### src/rtl/mburst_pkg.sv
package mburst_pkg;

  // data bytes clocked after the address byte of a burst read
  localparam int FRAME_DATA_BYTES = 6;
  // bytes kept for the report: status, X low, X high, Y low, Y high
  localparam int REP_BYTES = 5;

  typedef enum logic [2:0] {
    S_IDLE,
    S_LEAD,
    S_XFER,
    S_RAD,
    S_TAIL,
    S_GAP
  } seq_state_t;

  typedef enum logic [1:0] {
    OP_ARM,
    OP_READ,
    OP_WRITE
  } seq_op_t;

  function automatic int max_int(input int a, input int b);
    return (a > b) ? a : b;
  endfunction

endpackage

### src/rtl/mburst_spi_byte.sv
module mburst_spi_byte #(
  parameter int HALF_CYC = 2
) (
  input  logic       clk,
  input  logic       rst,
  input  logic       start,
  input  logic [7:0] tx,
  output logic       done,
  output logic [7:0] rx,
  output logic       active,
  output logic       sclk,
  output logic       mosi,
  input  logic       miso
);

  localparam int HW = (HALF_CYC > 1) ? $clog2(HALF_CYC) : 1;
  localparam logic [HW-1:0] HALF_LOAD = HW'(HALF_CYC - 1);

  logic [HW-1:0] cnt;
  logic [2:0]    bitn;
  logic          hi;
  logic [7:0]    sh;

  always_ff @(posedge clk) begin
    if (rst) begin
      cnt    <= '0;
      bitn   <= 3'd0;
      hi     <= 1'b0;
      sh     <= 8'h00;
      rx     <= 8'h00;
      done   <= 1'b0;
      active <= 1'b0;
      sclk   <= 1'b1;
      mosi   <= 1'b1;
    end else begin
      done <= 1'b0;
      if (!active) begin
        if (start) begin
          active <= 1'b1;
          sh     <= tx;
          bitn   <= 3'd7;
          hi     <= 1'b0;
          sclk   <= 1'b0;
          mosi   <= tx[7];
          cnt    <= HALF_LOAD;
        end
      end else if (cnt != '0) begin
        cnt <= cnt - 1'b1;
      end else if (!hi) begin
        // rising edge: sample the sensor bit
        sclk <= 1'b1;
        rx   <= {rx[6:0], miso};
        hi   <= 1'b1;
        cnt  <= HALF_LOAD;
      end else if (bitn == 3'd0) begin
        active <= 1'b0;
        done   <= 1'b1;
      end else begin
        // falling edge: present the next bit
        bitn <= bitn - 1'b1;
        sclk <= 1'b0;
        mosi <= sh[bitn - 1'b1];
        hi   <= 1'b0;
        cnt  <= HALF_LOAD;
      end
    end
  end

  p_sclk_idle_high_r2 : assert property (@(posedge clk) disable iff (rst)
    !active |-> sclk);

  p_mosi_moves_low_r2 : assert property (@(posedge clk) disable iff (rst)
    !$stable(mosi) |-> !sclk);

  p_done_pulse_r2 : assert property (@(posedge clk) disable iff (rst)
    done |=> !done);

endmodule

### src/rtl/mburst_seq.sv
module mburst_seq
  import mburst_pkg::*;
#(
  parameter logic [6:0] BURST_ADDR  = 7'h50,
  parameter int         LEAD_CYC    = 50,
  parameter int         RAD_CYC     = 1750,
  parameter int         WR_TAIL_CYC = 6000,
  parameter int         RD_TAIL_CYC = 1000,
  parameter int         GAP_CYC     = 50
) (
  input  logic                        clk,
  input  logic                        rst,
  input  logic                        poll,
  input  logic                        wr_req,
  input  logic [6:0]                  wr_addr,
  input  logic [7:0]                  wr_data,
  output logic                        busy,
  output logic                        cs_n,
  output logic                        eng_start,
  output logic [7:0]                  eng_tx,
  input  logic                        eng_done,
  input  logic [7:0]                  eng_rx,
  output logic                        cap_done,
  output logic [REP_BYTES-1:0][7:0]   rep
);

  localparam int MAX_CYC = max_int(max_int(max_int(LEAD_CYC, RAD_CYC),
                                           max_int(WR_TAIL_CYC, RD_TAIL_CYC)),
                                   GAP_CYC);
  localparam int TW = $clog2(MAX_CYC + 1);
  localparam logic [TW-1:0] LEAD_LD  = TW'(LEAD_CYC - 1);
  localparam logic [TW-1:0] RAD_LD   = TW'(RAD_CYC - 1);
  localparam logic [TW-1:0] WRT_LD   = TW'(WR_TAIL_CYC - 1);
  localparam logic [TW-1:0] RDT_LD   = TW'(RD_TAIL_CYC - 1);
  localparam logic [TW-1:0] GAP_LD   = TW'(GAP_CYC - 1);
  localparam logic [2:0]    LAST_IDX = 3'(FRAME_DATA_BYTES);
  localparam logic [2:0]    OBS_IDX  = 3'd2;

  seq_state_t state;
  seq_op_t    op;
  logic [TW-1:0] tmr;
  logic [2:0]    bidx;
  logic          armed;
  logic [6:0]    wa;
  logic [7:0]    wd;

  logic fin;
  assign fin  = (state == S_GAP) && (tmr == '0);
  assign busy = (state != S_IDLE);

  always_ff @(posedge clk) begin
    if (rst) begin
      state     <= S_IDLE;
      op        <= OP_READ;
      tmr       <= '0;
      bidx      <= 3'd0;
      armed     <= 1'b0;
      wa        <= 7'h00;
      wd        <= 8'h00;
      cs_n      <= 1'b1;
      eng_start <= 1'b0;
      eng_tx    <= 8'h00;
      cap_done  <= 1'b0;
      rep       <= '0;
    end else begin
      eng_start <= 1'b0;
      cap_done  <= 1'b0;
      case (state)
        S_IDLE: begin
          if (wr_req || poll) begin
            if (wr_req) begin
              op <= OP_WRITE;
              wa <= wr_addr;
              wd <= wr_data;
            end else begin
              op <= armed ? OP_READ : OP_ARM;
            end
            cs_n  <= 1'b0;
            tmr   <= LEAD_LD;
            bidx  <= 3'd0;
            state <= S_LEAD;
          end
        end
        S_LEAD: begin
          if (tmr != '0) begin
            tmr <= tmr - 1'b1;
          end else begin
            eng_start <= 1'b1;
            if (op == OP_READ)     eng_tx <= {1'b0, BURST_ADDR};
            else if (op == OP_ARM) eng_tx <= {1'b1, BURST_ADDR};
            else                   eng_tx <= {1'b1, wa};
            state <= S_XFER;
          end
        end
        S_XFER: begin
          if (eng_done) begin
            if (op == OP_READ) begin
              if (bidx == 3'd1) rep[0] <= eng_rx;
              else if (bidx > OBS_IDX) rep[bidx - 3'd2] <= eng_rx;
              if (bidx == 3'd0) begin
                bidx  <= 3'd1;
                tmr   <= RAD_LD;
                state <= S_RAD;
              end else if (bidx == LAST_IDX) begin
                tmr   <= RDT_LD;
                state <= S_TAIL;
              end else begin
                bidx      <= bidx + 3'd1;
                eng_start <= 1'b1;
                eng_tx    <= 8'h00;
              end
            end else begin
              if (bidx == 3'd0) begin
                bidx      <= 3'd1;
                eng_start <= 1'b1;
                eng_tx    <= (op == OP_ARM) ? 8'h00 : wd;
              end else begin
                tmr   <= WRT_LD;
                state <= S_TAIL;
              end
            end
          end
        end
        S_RAD: begin
          if (tmr != '0) begin
            tmr <= tmr - 1'b1;
          end else begin
            eng_start <= 1'b1;
            eng_tx    <= 8'h00;
            state     <= S_XFER;
          end
        end
        S_TAIL: begin
          if (tmr != '0) begin
            tmr <= tmr - 1'b1;
          end else begin
            cs_n  <= 1'b1;
            tmr   <= GAP_LD;
            state <= S_GAP;
          end
        end
        S_GAP: begin
          if (tmr != '0) begin
            tmr <= tmr - 1'b1;
          end else begin
            case (op)
              OP_ARM: begin
                armed <= 1'b1;
                op    <= OP_READ;
                cs_n  <= 1'b0;
                tmr   <= LEAD_LD;
                bidx  <= 3'd0;
                state <= S_LEAD;
              end
              OP_READ: begin
                cap_done <= 1'b1;
                if (rep[0][2:0] != 3'b000) armed <= 1'b0;
                state <= S_IDLE;
              end
              default: begin
                if (wa != BURST_ADDR) armed <= 1'b0;
                state <= S_IDLE;
              end
            endcase
          end
        end
        default: state <= S_IDLE;
      endcase
    end
  end

  p_idle_cs_high_r4 : assert property (@(posedge clk) disable iff (rst)
    (state == S_IDLE) |-> cs_n);

  p_arm_then_read_r3 : assert property (@(posedge clk) disable iff (rst)
    (fin && op == OP_ARM) |=> (armed && op == OP_READ && !cs_n));

  p_read_needs_arm_r3 : assert property (@(posedge clk) disable iff (rst)
    (state == S_XFER && op == OP_READ) |-> armed);

  p_fault_disarms_r8 : assert property (@(posedge clk) disable iff (rst)
    (fin && op == OP_READ && rep[0][2:0] != 3'b000) |=> !armed);

  p_other_write_disarms_r9 : assert property (@(posedge clk) disable iff (rst)
    (fin && op == OP_WRITE && wa != BURST_ADDR) |=> !armed);

  p_burst_write_keeps_r9 : assert property (@(posedge clk) disable iff (rst)
    (fin && op == OP_WRITE && wa == BURST_ADDR) |=> $stable(armed));

  p_cap_only_after_read_r10 : assert property (@(posedge clk) disable iff (rst)
    cap_done |-> ($past(op) == OP_READ && state == S_IDLE));

endmodule

### src/rtl/mburst_assemble.sv
module mburst_assemble
  import mburst_pkg::*;
(
  input  logic                      clk,
  input  logic                      rst,
  input  logic                      cap_done,
  input  logic [REP_BYTES-1:0][7:0] rep,
  output logic                      valid,
  output logic [15:0]               dx,
  output logic [15:0]               dy,
  output logic                      is_motion,
  output logic                      on_surface
);

  logic [15:0] x_raw;
  logic [15:0] y_raw;
  assign x_raw = {rep[2], rep[1]};
  assign y_raw = {rep[4], rep[3]};

  always_ff @(posedge clk) begin
    if (rst) begin
      valid      <= 1'b0;
      dx         <= 16'h0000;
      dy         <= 16'h0000;
      is_motion  <= 1'b0;
      on_surface <= 1'b0;
    end else begin
      valid <= cap_done;
      if (cap_done) begin
        dx         <= 16'h0000 - x_raw;
        dy         <= y_raw;
        is_motion  <= rep[0][7];
        on_surface <= ~rep[0][3];
      end
    end
  end

  p_valid_pulse_r10 : assert property (@(posedge clk) disable iff (rst)
    valid |=> !valid);

  p_hold_dx_r10 : assert property (@(posedge clk) disable iff (rst)
    !valid |-> ($stable(dx) && $stable(dy)));

  p_hold_flags_r10 : assert property (@(posedge clk) disable iff (rst)
    !valid |-> ($stable(is_motion) && $stable(on_surface)));

endmodule

### src/rtl/mburst_reader.sv
module mburst_reader
  import mburst_pkg::*;
#(
  parameter logic [6:0] BURST_ADDR  = 7'h50,
  parameter int         HALF_CYC    = 2,
  parameter int         LEAD_CYC    = 50,
  parameter int         RAD_CYC     = 1750,
  parameter int         WR_TAIL_CYC = 6000,
  parameter int         RD_TAIL_CYC = 1000,
  parameter int         GAP_CYC     = 50
) (
  input  logic        clk,
  input  logic        rst,
  input  logic        poll,
  input  logic        wr_req,
  input  logic [6:0]  wr_addr,
  input  logic [7:0]  wr_data,
  output logic        busy,
  output logic        valid,
  output logic [15:0] dx,
  output logic [15:0] dy,
  output logic        is_motion,
  output logic        on_surface,
  output logic        cs_n,
  output logic        sclk,
  output logic        mosi,
  input  logic        miso
);

  logic                      eng_start;
  logic [7:0]                eng_tx;
  logic                      eng_done;
  logic [7:0]                eng_rx;
  logic                      eng_busy;
  logic                      cap_done;
  logic [REP_BYTES-1:0][7:0] rep;

  mburst_seq #(
    .BURST_ADDR (BURST_ADDR),
    .LEAD_CYC   (LEAD_CYC),
    .RAD_CYC    (RAD_CYC),
    .WR_TAIL_CYC(WR_TAIL_CYC),
    .RD_TAIL_CYC(RD_TAIL_CYC),
    .GAP_CYC    (GAP_CYC)
  ) u_seq (
    .clk      (clk),
    .rst      (rst),
    .poll     (poll),
    .wr_req   (wr_req),
    .wr_addr  (wr_addr),
    .wr_data  (wr_data),
    .busy     (busy),
    .cs_n     (cs_n),
    .eng_start(eng_start),
    .eng_tx   (eng_tx),
    .eng_done (eng_done),
    .eng_rx   (eng_rx),
    .cap_done (cap_done),
    .rep      (rep)
  );

  mburst_spi_byte #(
    .HALF_CYC(HALF_CYC)
  ) u_spi (
    .clk   (clk),
    .rst   (rst),
    .start (eng_start),
    .tx    (eng_tx),
    .done  (eng_done),
    .rx    (eng_rx),
    .active(eng_busy),
    .sclk  (sclk),
    .mosi  (mosi),
    .miso  (miso)
  );

  mburst_assemble u_asm (
    .clk       (clk),
    .rst       (rst),
    .cap_done  (cap_done),
    .rep       (rep),
    .valid     (valid),
    .dx        (dx),
    .dy        (dy),
    .is_motion (is_motion),
    .on_surface(on_surface)
  );

  p_start_when_free_r2 : assert property (@(posedge clk) disable iff (rst)
    eng_start |-> !eng_busy);

  p_clock_inside_frame_r4 : assert property (@(posedge clk) disable iff (rst)
    eng_busy |-> !cs_n);

  p_cap_gives_valid_r10 : assert property (@(posedge clk) disable iff (rst)
    cap_done |=> valid);

endmodule

### config.mk
export PLATFORM = sky130hd
export DESIGN_NAME = mburst_reader
export DESIGN_NICKNAME = d
export VERILOG_FILES = /design/src/rtl/mburst_pkg.sv /design/src/rtl/mburst_spi_byte.sv /design/src/rtl/mburst_seq.sv /design/src/rtl/mburst_assemble.sv /design/src/rtl/mburst_reader.sv
export SDC_FILE = /design/constraint.sdc
export NUM_CORES = 1
export LEC_CHECK = 0
export CAP_MARGIN = 15
export CORE_MARGIN = 8
export CORE_UTILIZATION = 60
export DETAILED_ROUTE_END_ITERATION = 16
export DONT_BUFFER_PORTS = 1
export PLACE_DENSITY_LB_ADDON = 0.05
export SYNTH_ARGS = -nofsm -noshare
export SYNTH_HDL_FRONTEND = slang
export SYNTH_SLANG_ARGS = --single-unit
### constraint.sdc
create_clock -name clk -period 2.7 [get_ports clk]
set_clock_uncertainty 0.1 [all_clocks]
set_input_delay 0.27 -clock clk [delete_from_list [all_inputs] [get_ports clk]]
set_output_delay 0.27 -clock clk [all_outputs]
set_load 0.05 [all_outputs]
==> summary.txt <==
Run status: finished clean
FFs w/ async S/R, synth: 0%
Clock tree from TritonCTS: done
CTS Buf Count: 17
Initial drt markers: 534
Max VDD drop: 0.000557 V
Top cell type's share of synthesized area: 44.5%
Fin crit period: 2570 ps
Seq cells post-synth: 145
Comb pwr share: 29.2%
Worst slew margin: 46.0%
Post-synth EDFFs: 0
Gr usage total: 22.6%
Slew Limit Fails: 0
Sum of negative setup slack: 0 ps
Switching pwr: 0.00229 W
Routed Antenna Nets: 0
Clock Latency Late Sink: 520 ps
Row cnt: 38
Cell Pwr Density: 889 mW/mm²
H-tree levels: 4
Max Cap Violations: 0
Slew @ Worst Pin: 803 ps
Critical path peak fanout: 16
Sw frac: 34.3%
Clock sinks: 145
Final net count: 811
Distinct cells, synth: 63
Wirelength per Cell: 17.1 µm
Post-synth top flop: dfxtp_1
Largest net degree at the start of global routing: 134
DRT Pass-1 Iters: 5
Clock power frac: 32.9%
Initial antenna violation count: 1
Die area: 0.0145 mm²
First-pass GRT wire length: 26.7 mm
Synth-to-layout area growth: 15.2%
Warning count from the yosys run: 0
Final Cycle Share: 95.1%
Via-to-Cell Ratio: 5.99
Root buffer cell: clkbuf_8
Routed wire length: 16.0 mm
Fmax: 0.390 GHz
Mapped Avg Cell Area: 8.59 µm²
Die Y: 120 µm
Worst-path clk slew: 60 ps
Ports: 59
Top cell type by total area after synthesis: dfxtp_1
Leak: 2.76 nW
Initial core utilization: 60.8%
Die width: 120 µm
DRC errors left: 0
RSZ-0062 raised after global routing: false
Post-synth net total: 789
Synthesized area: 0.00653 mm²
Vias in the first global route: 5315
Share of cells above drive strength 1: 8.43%
Final Hold Fails: 0
Seq pwr share: 37.9%
IO buf count: 0
Gate Count Post-Synth: 760
Kind of critical path: flip-flop to flip-flop
Critical Path AT: 2870 ps
Worst hold slack: 45.5 ps
WP data required: 3010 ps
Remaining global-route overflow: 0
CP Capture Type: flip-flop
Min-Delay Path Class: input pin to flip-flop
Synth area leaders: dfxtp_1, mux2i_1, nand2_1
GPL Wtd Cong: 0.893
Clk buf depth: 2
CORE AREA: 0.0107 mm²
# setup viols final: 0
Internal power: 0.00440 W
Final HPWL DP: 10.8 mm
Sequential area share after synthesis: 44.5%
Startpoint types: flip-flop
Vias: 5606
==> synthesized netlist by cell type, types with 4 or more instances <==
| master | count |
|---|---|
| a211oi_1 | 7 |
| a21boi_0 | 4 |
| a21oi_1 | 66 |
| a311oi_1 | 6 |
| a31oi_1 | 6 |
| and3_1 | 5 |
| buf_1 | 5 |
| clkbuf_1 | 34 |
| dfxtp_1 | 145 |
| ha_1 | 9 |
| inv_1 | 17 |
| mux2i_1 | 62 |
| nand2_1 | 115 |
| nand2b_1 | 21 |
| nand3_1 | 15 |
| nand3b_1 | 6 |
| nor2_1 | 89 |
| nor2b_1 | 8 |
| nor3_1 | 20 |
| nor3b_1 | 4 |
| nor4_1 | 10 |
| o211ai_1 | 4 |
| o21ai_0 | 11 |
| o22ai_1 | 10 |
| o32ai_1 | 7 |
| or3_1 | 4 |
| or4_1 | 5 |
| xnor2_1 | 13 |
| xor2_1 | 4 |
==> worst max-delay path: stages, from the launching register on <==
cell           delay [ps]
dfxtp_1               360
buf_4                 220
nor3b_4               330
and3_1                310
nand4_1               330
nand2_1               180
a21oi_1                70
dlygate4sd3_1         550
==> power by group through the flow <==
stage	Sequential, W	Combinational, W	Clock, W
5_1_grt	0.00256	0.00215	0.00233
2_1_floorplan	0.00250	0.00143	0
3_5_place_dp	0.00257	0.00184	0
3_3_place_gp	0.00257	0.00183	0
4_1_cts	0.00253	0.00191	0.00223
6_report	0.00254	0.00195	0.00220
==> routing by layer <==
metal	global-route usage, %	part of all wire (%)
met5	0	0
met1	27.5	43
met4	10.1	1.6
met2	37.1	49
met3	5.64	6.5
==> stage by stage <==
step / power [W] / cells / setup slack [ps] / util, % / instance area, µm²
3_3_place_gp: 0.00439 / 880 / 188 / 62.4 / 6700
5_1_grt: 0.00704 / 936 / 14.8 / 70.0 / 7520
2_1_floorplan: 0.00393 / 760 / 242 / - / 6530
6_report: 0.00669 / 936 / 133 / 70.0 / 7520
3_5_place_dp: 0.00441 / 880 / 137 / 62.4 / 6700
4_1_cts: 0.00666 / 935 / 72.7 / 69.9 / 7510
==> timing repair <==
action                                  in CTS  in global routing
hold buffers                                23                  0
endpoints found under the hold margin      139                  0
resized for setup                            0                  2
setup buffers                                0                  0
endpoints found under the setup margin       0                  3
==> worst paths after layout <==
check,from,to,slack (ps),cells past startpoint
max reg2reg,u_seq.state[2],u_seq.rep[33],130,7
min,rst,u_spi.mosi,50,2
min reg2reg,u_spi.sh[3],u_spi.sh[3],350,2
max,u_seq.state[2],u_seq.rep[33],130,7
==> placed cells by master, fill, tap and decap left out, drive strengths merged, types with 11 or more instances in the layout <==
master         n
dfxtp        145
nand3         15
nand2        115
nor3          20
o21ai         11
inv           17
nand2b        21
a21oi         66
dlygate4sd3   22
clkbuf        23
xnor2         13
buf           23
nor4          14
nor2          89
mux2i         62
==> cell families after synthesis <==
kind of cell,count (synthesis),synth area share (%)
AO/OA/AOI/OAI,141,13.6
XOR/XNOR,17,2.28
adder cells (fa/ha/maj),9,1.72
buffers and inverters,59,3.54
flip-flops,145,44.5
multiplexers,65,10.4
AND/OR/NAND/NOR,324,24.0
==> area by class of cell <==
class | count | area [µm²]
multi-input cells | 556 | 3410
fillers | 890 | 3230
flip-flops and latches | 145 | 2900
clock buffers | 23 | 447
repair buffers | 45 | 413
well taps | 140 | 175
clock inverters | 9 | 109
inverters | 17 | 63.8
diodes | 1 | 2.50
==> registers in the layout (all words and copies together), names as in the netlist, 7 cells and up <==
| name | count |
|---|---|
| u_asm.dy | 16 |
| u_seq.tmr | 13 |
| u_seq.rep | 37 |
| u_asm.dx | 16 |
| u_spi.rx | 8 |
| u_seq.wd | 8 |
| u_spi.sh | 8 |
| u_seq.eng_tx | 8 |
| u_seq.wa | 7 |
Note: power is estimated with default switching activity, not from simulation.
